[src/rtl/sram_ctrl_pkg.sv]
package sram_ctrl_pkg;
    typedef enum logic [2:0] {
        ST_IDLE,
        ST_WR_SETUP,
        ST_WR_PULSE,
        ST_WR_HOLD,
        ST_RD_ACCESS,
        ST_RD_TURN
    } sram_state_e;
endpackage

[src/rtl/sram_win_timer.sv]
module sram_win_timer #(
    parameter int CNT_W = 2
) (
    input  logic             clk,
    input  logic             rst_n,
    input  logic             load,
    input  logic [CNT_W-1:0] load_val,
    output logic             zero
);
    logic [CNT_W-1:0] cnt_q;

    always_ff @(posedge clk or negedge rst_n) begin
        if (!rst_n) begin
            cnt_q <= '0;
        end else if (load) begin
            cnt_q <= load_val;
        end else if (cnt_q != '0) begin
            cnt_q <= cnt_q - 1'b1;
        end
    end

    assign zero = (cnt_q == '0);
endmodule

[src/rtl/sram_rd_capture.sv]
module sram_rd_capture #(
    parameter int DATA_W = 16,
    parameter int LANES  = 2
) (
    input  logic              clk,
    input  logic              rst_n,
    input  logic              capture,
    input  logic [LANES-1:0]  lane_en,
    input  logic [DATA_W-1:0] dq_in,
    output logic [DATA_W-1:0] rdata,
    output logic              rvalid
);
    localparam int LANE_W = DATA_W / LANES;

    logic [DATA_W-1:0] keep;

    for (genvar g = 0; g < LANES; g++) begin : g_lane
        assign keep[g*LANE_W +: LANE_W] = {LANE_W{lane_en[g]}};
    end

    always_ff @(posedge clk or negedge rst_n) begin
        if (!rst_n) begin
            rdata  <= '0;
            rvalid <= 1'b0;
        end else begin
            rvalid <= capture;
            if (capture) begin
                rdata <= dq_in & keep;
            end
        end
    end
endmodule

[src/rtl/sram_byte_ctrl.sv]
module sram_byte_ctrl
    import sram_ctrl_pkg::*;
#(
    parameter int ADDR_W        = 18,
    parameter int DATA_W        = 16,
    parameter int WR_PULSE_CYC  = 2,
    parameter int RD_ACCESS_CYC = 3,
    parameter int TURN_CYC      = 1
) (
    input  logic                 clk,
    input  logic                 rst_n,
    input  logic                 req_valid,
    output logic                 req_ready,
    input  logic                 req_write,
    input  logic [ADDR_W-1:0]    req_addr,
    input  logic [DATA_W-1:0]    req_wdata,
    input  logic [DATA_W/8-1:0]  req_mask,
    output logic                 rsp_valid,
    output logic [DATA_W-1:0]    rsp_rdata,
    output logic [ADDR_W-1:0]    ram_addr,
    output logic                 ram_cs_n,
    output logic                 ram_we_n,
    output logic                 ram_oe_n,
    output logic [DATA_W/8-1:0]  ram_be_n,
    output logic [DATA_W-1:0]    ram_dq_out,
    output logic                 ram_dq_oe,
    input  logic [DATA_W-1:0]    ram_dq_in
);
    localparam int LANES  = DATA_W / 8;
    localparam int MAX_A  = (WR_PULSE_CYC > RD_ACCESS_CYC) ? WR_PULSE_CYC : RD_ACCESS_CYC;
    localparam int MAX_W  = (MAX_A > TURN_CYC) ? MAX_A : TURN_CYC;
    localparam int CNT_W  = (MAX_W < 2) ? 1 : $clog2(MAX_W);

    sram_state_e      state_q, state_d;
    logic             accept;
    logic             tmr_load, tmr_zero;
    logic [CNT_W-1:0] tmr_val;
    logic [LANES-1:0] mask_q, mask_nx;
    logic             capture;

    assign accept  = req_valid && (state_q == ST_IDLE);
    assign mask_nx = accept ? req_mask : mask_q;
    assign capture = (state_q == ST_RD_ACCESS) && tmr_zero;

    // next-state and window loading
    always_comb begin
        state_d  = state_q;
        tmr_load = 1'b0;
        tmr_val  = '0;
        unique case (state_q)
            ST_IDLE: begin
                if (req_valid) begin
                    if (req_write) begin
                        state_d = ST_WR_SETUP;
                    end else begin
                        state_d  = ST_RD_ACCESS;
                        tmr_load = 1'b1;
                        tmr_val  = CNT_W'(RD_ACCESS_CYC - 1);
                    end
                end
            end
            ST_WR_SETUP: begin
                state_d  = ST_WR_PULSE;
                tmr_load = 1'b1;
                tmr_val  = CNT_W'(WR_PULSE_CYC - 1);
            end
            ST_WR_PULSE: begin
                if (tmr_zero) state_d = ST_WR_HOLD;
            end
            ST_WR_HOLD: begin
                state_d = ST_IDLE;
            end
            ST_RD_ACCESS: begin
                if (tmr_zero) begin
                    state_d  = ST_RD_TURN;
                    tmr_load = 1'b1;
                    tmr_val  = CNT_W'(TURN_CYC - 1);
                end
            end
            ST_RD_TURN: begin
                if (tmr_zero) state_d = ST_IDLE;
            end
            default: state_d = ST_IDLE;
        endcase
    end

    // state register and request capture
    always_ff @(posedge clk or negedge rst_n) begin
        if (!rst_n) begin
            state_q    <= ST_IDLE;
            mask_q     <= '0;
            ram_addr   <= '0;
            ram_dq_out <= '0;
        end else begin
            state_q <= state_d;
            mask_q  <= mask_nx;
            if (accept) begin
                ram_addr   <= req_addr;
                ram_dq_out <= req_wdata;
            end
        end
    end

    // registered strobes decoded from the next state
    always_ff @(posedge clk or negedge rst_n) begin
        if (!rst_n) begin
            ram_cs_n  <= 1'b1;
            ram_we_n  <= 1'b1;
            ram_oe_n  <= 1'b1;
            ram_be_n  <= '1;
            ram_dq_oe <= 1'b0;
            req_ready <= 1'b1;
        end else begin
            ram_cs_n  <= !(state_d inside {ST_WR_SETUP, ST_WR_PULSE, ST_WR_HOLD, ST_RD_ACCESS});
            ram_we_n  <= (state_d != ST_WR_PULSE);
            ram_oe_n  <= (state_d != ST_RD_ACCESS);
            ram_dq_oe <= (state_d inside {ST_WR_SETUP, ST_WR_PULSE, ST_WR_HOLD});
            req_ready <= (state_d == ST_IDLE);
            for (int i = 0; i < LANES; i++) begin
                ram_be_n[i] <= !(mask_nx[i] &&
                    (state_d inside {ST_WR_SETUP, ST_WR_PULSE, ST_WR_HOLD, ST_RD_ACCESS}));
            end
        end
    end

    sram_win_timer #(.CNT_W(CNT_W)) u_timer (
        .clk      (clk),
        .rst_n    (rst_n),
        .load     (tmr_load),
        .load_val (tmr_val),
        .zero     (tmr_zero)
    );

    sram_rd_capture #(.DATA_W(DATA_W), .LANES(LANES)) u_capture (
        .clk     (clk),
        .rst_n   (rst_n),
        .capture (capture),
        .lane_en (mask_q),
        .dq_in   (ram_dq_in),
        .rdata   (rsp_rdata),
        .rvalid  (rsp_valid)
    );
endmodule

[config.mk]
export PLATFORM = sky130hd
export DESIGN_NAME = sram_byte_ctrl
export DESIGN_NICKNAME = d
export VERILOG_FILES = /design/src/rtl/sram_ctrl_pkg.sv /design/src/rtl/sram_win_timer.sv /design/src/rtl/sram_rd_capture.sv /design/src/rtl/sram_byte_ctrl.sv
export SDC_FILE = /design/constraint.sdc
export NUM_CORES = 1
export LEC_CHECK = 0
export CORE_MARGIN = 1.5
export CORE_UTILIZATION = 42
export DETAILED_ROUTE_END_ITERATION = 12
export PLACE_DENSITY_LB_ADDON = 0.1
export SLEW_MARGIN = 20
export SYNTH_ARGS = -nofsm -noshare
export SYNTH_HDL_FRONTEND = slang
export SYNTH_SLANG_ARGS = --single-unit
[constraint.sdc]
create_clock -name clk -period 1.8 [get_ports clk]
set_clock_uncertainty 0.1 [all_clocks]
set_input_delay 0.36 -clock clk [delete_from_list [all_inputs] [get_ports clk]]
set_output_delay 0.36 -clock clk [all_outputs]
set_load 0.02 [all_outputs]
==> impl_metrics.yaml <==
timing:
  hold_viol_final: 0
  tightest_slew_ns: 0.4777
  setup_viol: 0
  slew_viol_final: 0
  rsz0062_at_grt: "no"
  slew_headroom_pct: 68.05
  final.min_clock_period_ns: 1.762
  max_freq_mhz: 567.5
  fin_crit_sh_pct: 97.89
grt:
  grt_pass1_vias: 1909
  grt_usage_pct: 17.74
  grt_pass1_wl_um: 9666
  grt_max_degree: 66
  antenna_found_initial: 0
  gr-total-overflow: 0
floorplanning:
  die_w_um: 82.98
  die_y_um: 82.98
  core_mm2: 0.006061
  dieArea_mm2: 0.006885
  std_cell_rows: 28
  pin_count: 114
  initial_core_util_pct: 44.32
cts:
  cts_buffers: 9
  htreeDepth: 3
  clk_latency_ns: 0.33
  clk_pin_slew_ns: 0.07
  cts.sinks: 65
  cts_tree: "done"
  clock-root-buffer: "clkbuf_8"
  clk_path_buf_depth: 2
setup_path:
  crit_family: "buffers and inverters"
  path_cells: "clkdlybuf4s50_1"
  cp_data_required_time_ns: 1.34
  slowest_delay_ns: 0.62
  crit_fanout: 2
  crit_arrival_ns: 1.30
  cp.depth: 1
  startpoint_type: "register"
  cp_num_buf_inv: 1
  endpoint_kind: "output port"
  ff2ff_path_depth: 4
  crit_type: "reg2out"
  crit_slowest_cell: "clkdlybuf4s50_1"
route:
  wire_per_inst_um: 14.00
  via_count: 1953
  vias_per_cell: 4.810
  drt-initial-drc-count: 58
  drt_first_pass_iters: 4
  wl_um: 5685
  postRouteAntennaNets: 0
  drc: 0
placement:
  dpl-instance-area_mm2: 0.003847
  gp_congestion: 0.7943
  port_buffers: 113
  dpl.cell_count: 389
  hpwl_um: 4017
layout:
  final_common_cell: "clkdlybuf4s50_1"
  finalNonFillerCells: 406
  fin_area_mm2: 0.004080
  nNetsFinal: 383
  final_cell_mix: "98 x clkdlybuf4s50_1, 59 x dfrtp_1, 37 x mux2_2"
  area_growth_pct: 51.89
  n_antenna_cell: 0
  drive_gt1_share_pct: 21.45
logic_synthesis:
  syn-cell-area_mm2: 0.002686
  syn_nets: 264
  synthFlopType: "dfrtp_1"
  synthArstFlopShare_pct: 100.0
  netlist_instances: 207
  ys_seq_area_share_pct: 60.83
  synth.distinct_cells: 29
  synth_edf_count: 0
  syn_avg_cell_area_um2: 12.98
  yosysWarningCount: 0
  synth_seq_cells: 65
pwr:
  total_power_mw: 7.326
  power_density_mw_per_mm2: 1795
  p_leak_nw: 1.828
  vdd_ir_drop_max_v: 0.001037
worst_hold_path:
  hp-class: "reg2reg"
  whs_path_depth: 2
flow_run:
  cap_viol_max_count: 0
outcome:
  status: "finished clean"
==> timing repair <==
| action | 4_1_cts | 5_1_grt |
|---|---|---|
| setup endpoints to repair | 6 | 8 |
| hold endpoints to repair | 59 | 0 |
| buffers inserted | 0 | 0 |
| hold buffers | 1 | 0 |
| gates resized for setup | 6 | 8 |
==> state kept, by name, indices dropped and copies added, names as in the netlist, 2 cells and up <==
name             flops
ram_dq_out          16
u_capture.rdata     16
u_timer.cnt_q        2
ram_addr            18
state_q              3
ram_be_n             2
mask_q               2
==> power breakdown <==
group / internal [mW] / total, mW / switching, mW
logic: 1.82 / 3.50 / 1.69
registers: 2.16 / 2.52 / 0.357
clock network: 0.773 / 1.30 / 0.532
==> stage by stage <==
step           utilization, %  worst slack [ns]  hold slack (ns)  TNS [ns]
2_1_floorplan               -            0.1944         -0.03559         0
3_3_place_gp            63.48           -0.1704           0.3075    -5.422
3_5_place_dp            63.48           -0.2030           0.3035    -6.168
4_1_cts                 66.99          0.009316           0.3907         0
5_1_grt                 67.32          0.001053           0.4153         0
6_report                67.32           0.03800           0.3822         0
==> final cells by class <==
type                       count  area, um^2
clock buffer                  10       127.6
clock inverter                 6       82.58
fill                         459        1981
inverter                       5       18.77
multi-input combinational    123       877.1
sequential                    65        1634
tap                           75       93.84
timing repair buffer         122        1246
==> cell families after synthesis <==
logic type / count (synthesis) / share of synthesized area (%)
adders and majority gates: 1 / 0.4657
DFF: 65 / 60.83
and+or+nand+nor: 52 / 9.130
buffers and inverters: 19 / 6.521
AOI/OAI and AO/OA: 32 / 7.220
muxes: 37 / 15.51
xor gates and xnor gates: 1 / 0.3261
==> layer usage <==
layer	routed length, um	part of all wire (%)	global-route usage [%]
met1	2696	47	24.49
met2	2613	46	26.61
met3	258	4.5	4.274
met4	116	2.0	8.030
met5	0	0	0
==> synthesized netlist by cell type (2+ instances only) <==
cell	number	area share, %
buf_6	3	1.3
buf_12	3	2.2
inv_1	5	0.70
clkbuf_1	3	0.42
dfrtp_1	59	55
or2b_2	2	0.65
o21ai_0	20	3.7
a21oi_1	2	0.37
dfstp_2	6	5.9
mux2_2	37	16
nor2_1	7	0.98
buf_2	2	0.37
nand2b_1	3	0.70
clkbuf_8	3	1.5
nand2_1	36	5.0
a32oi_1	2	0.65
o32ai_1	2	0.65
==> final timing paths <==
| path | slack (ns) | start | endpoint |
|---|---|---|---|
| max | 0.04 | u_capture.rdata[2] | rsp_rdata[2] |
| min | 0.38 | u_capture.rdata[7] | u_capture.rdata[7] |
| min reg2reg | 0.38 | u_capture.rdata[7] | u_capture.rdata[7] |
| min in group asynchronous | 0.49 | rst_n | ram_addr[2] |
| max reg2reg | 0.17 | state_q[0] | ram_be_n[0] |
| max in group asynchronous | 0.80 | rst_n | req_ready |
No activity file was read; power rests on OpenSTA's default activity.
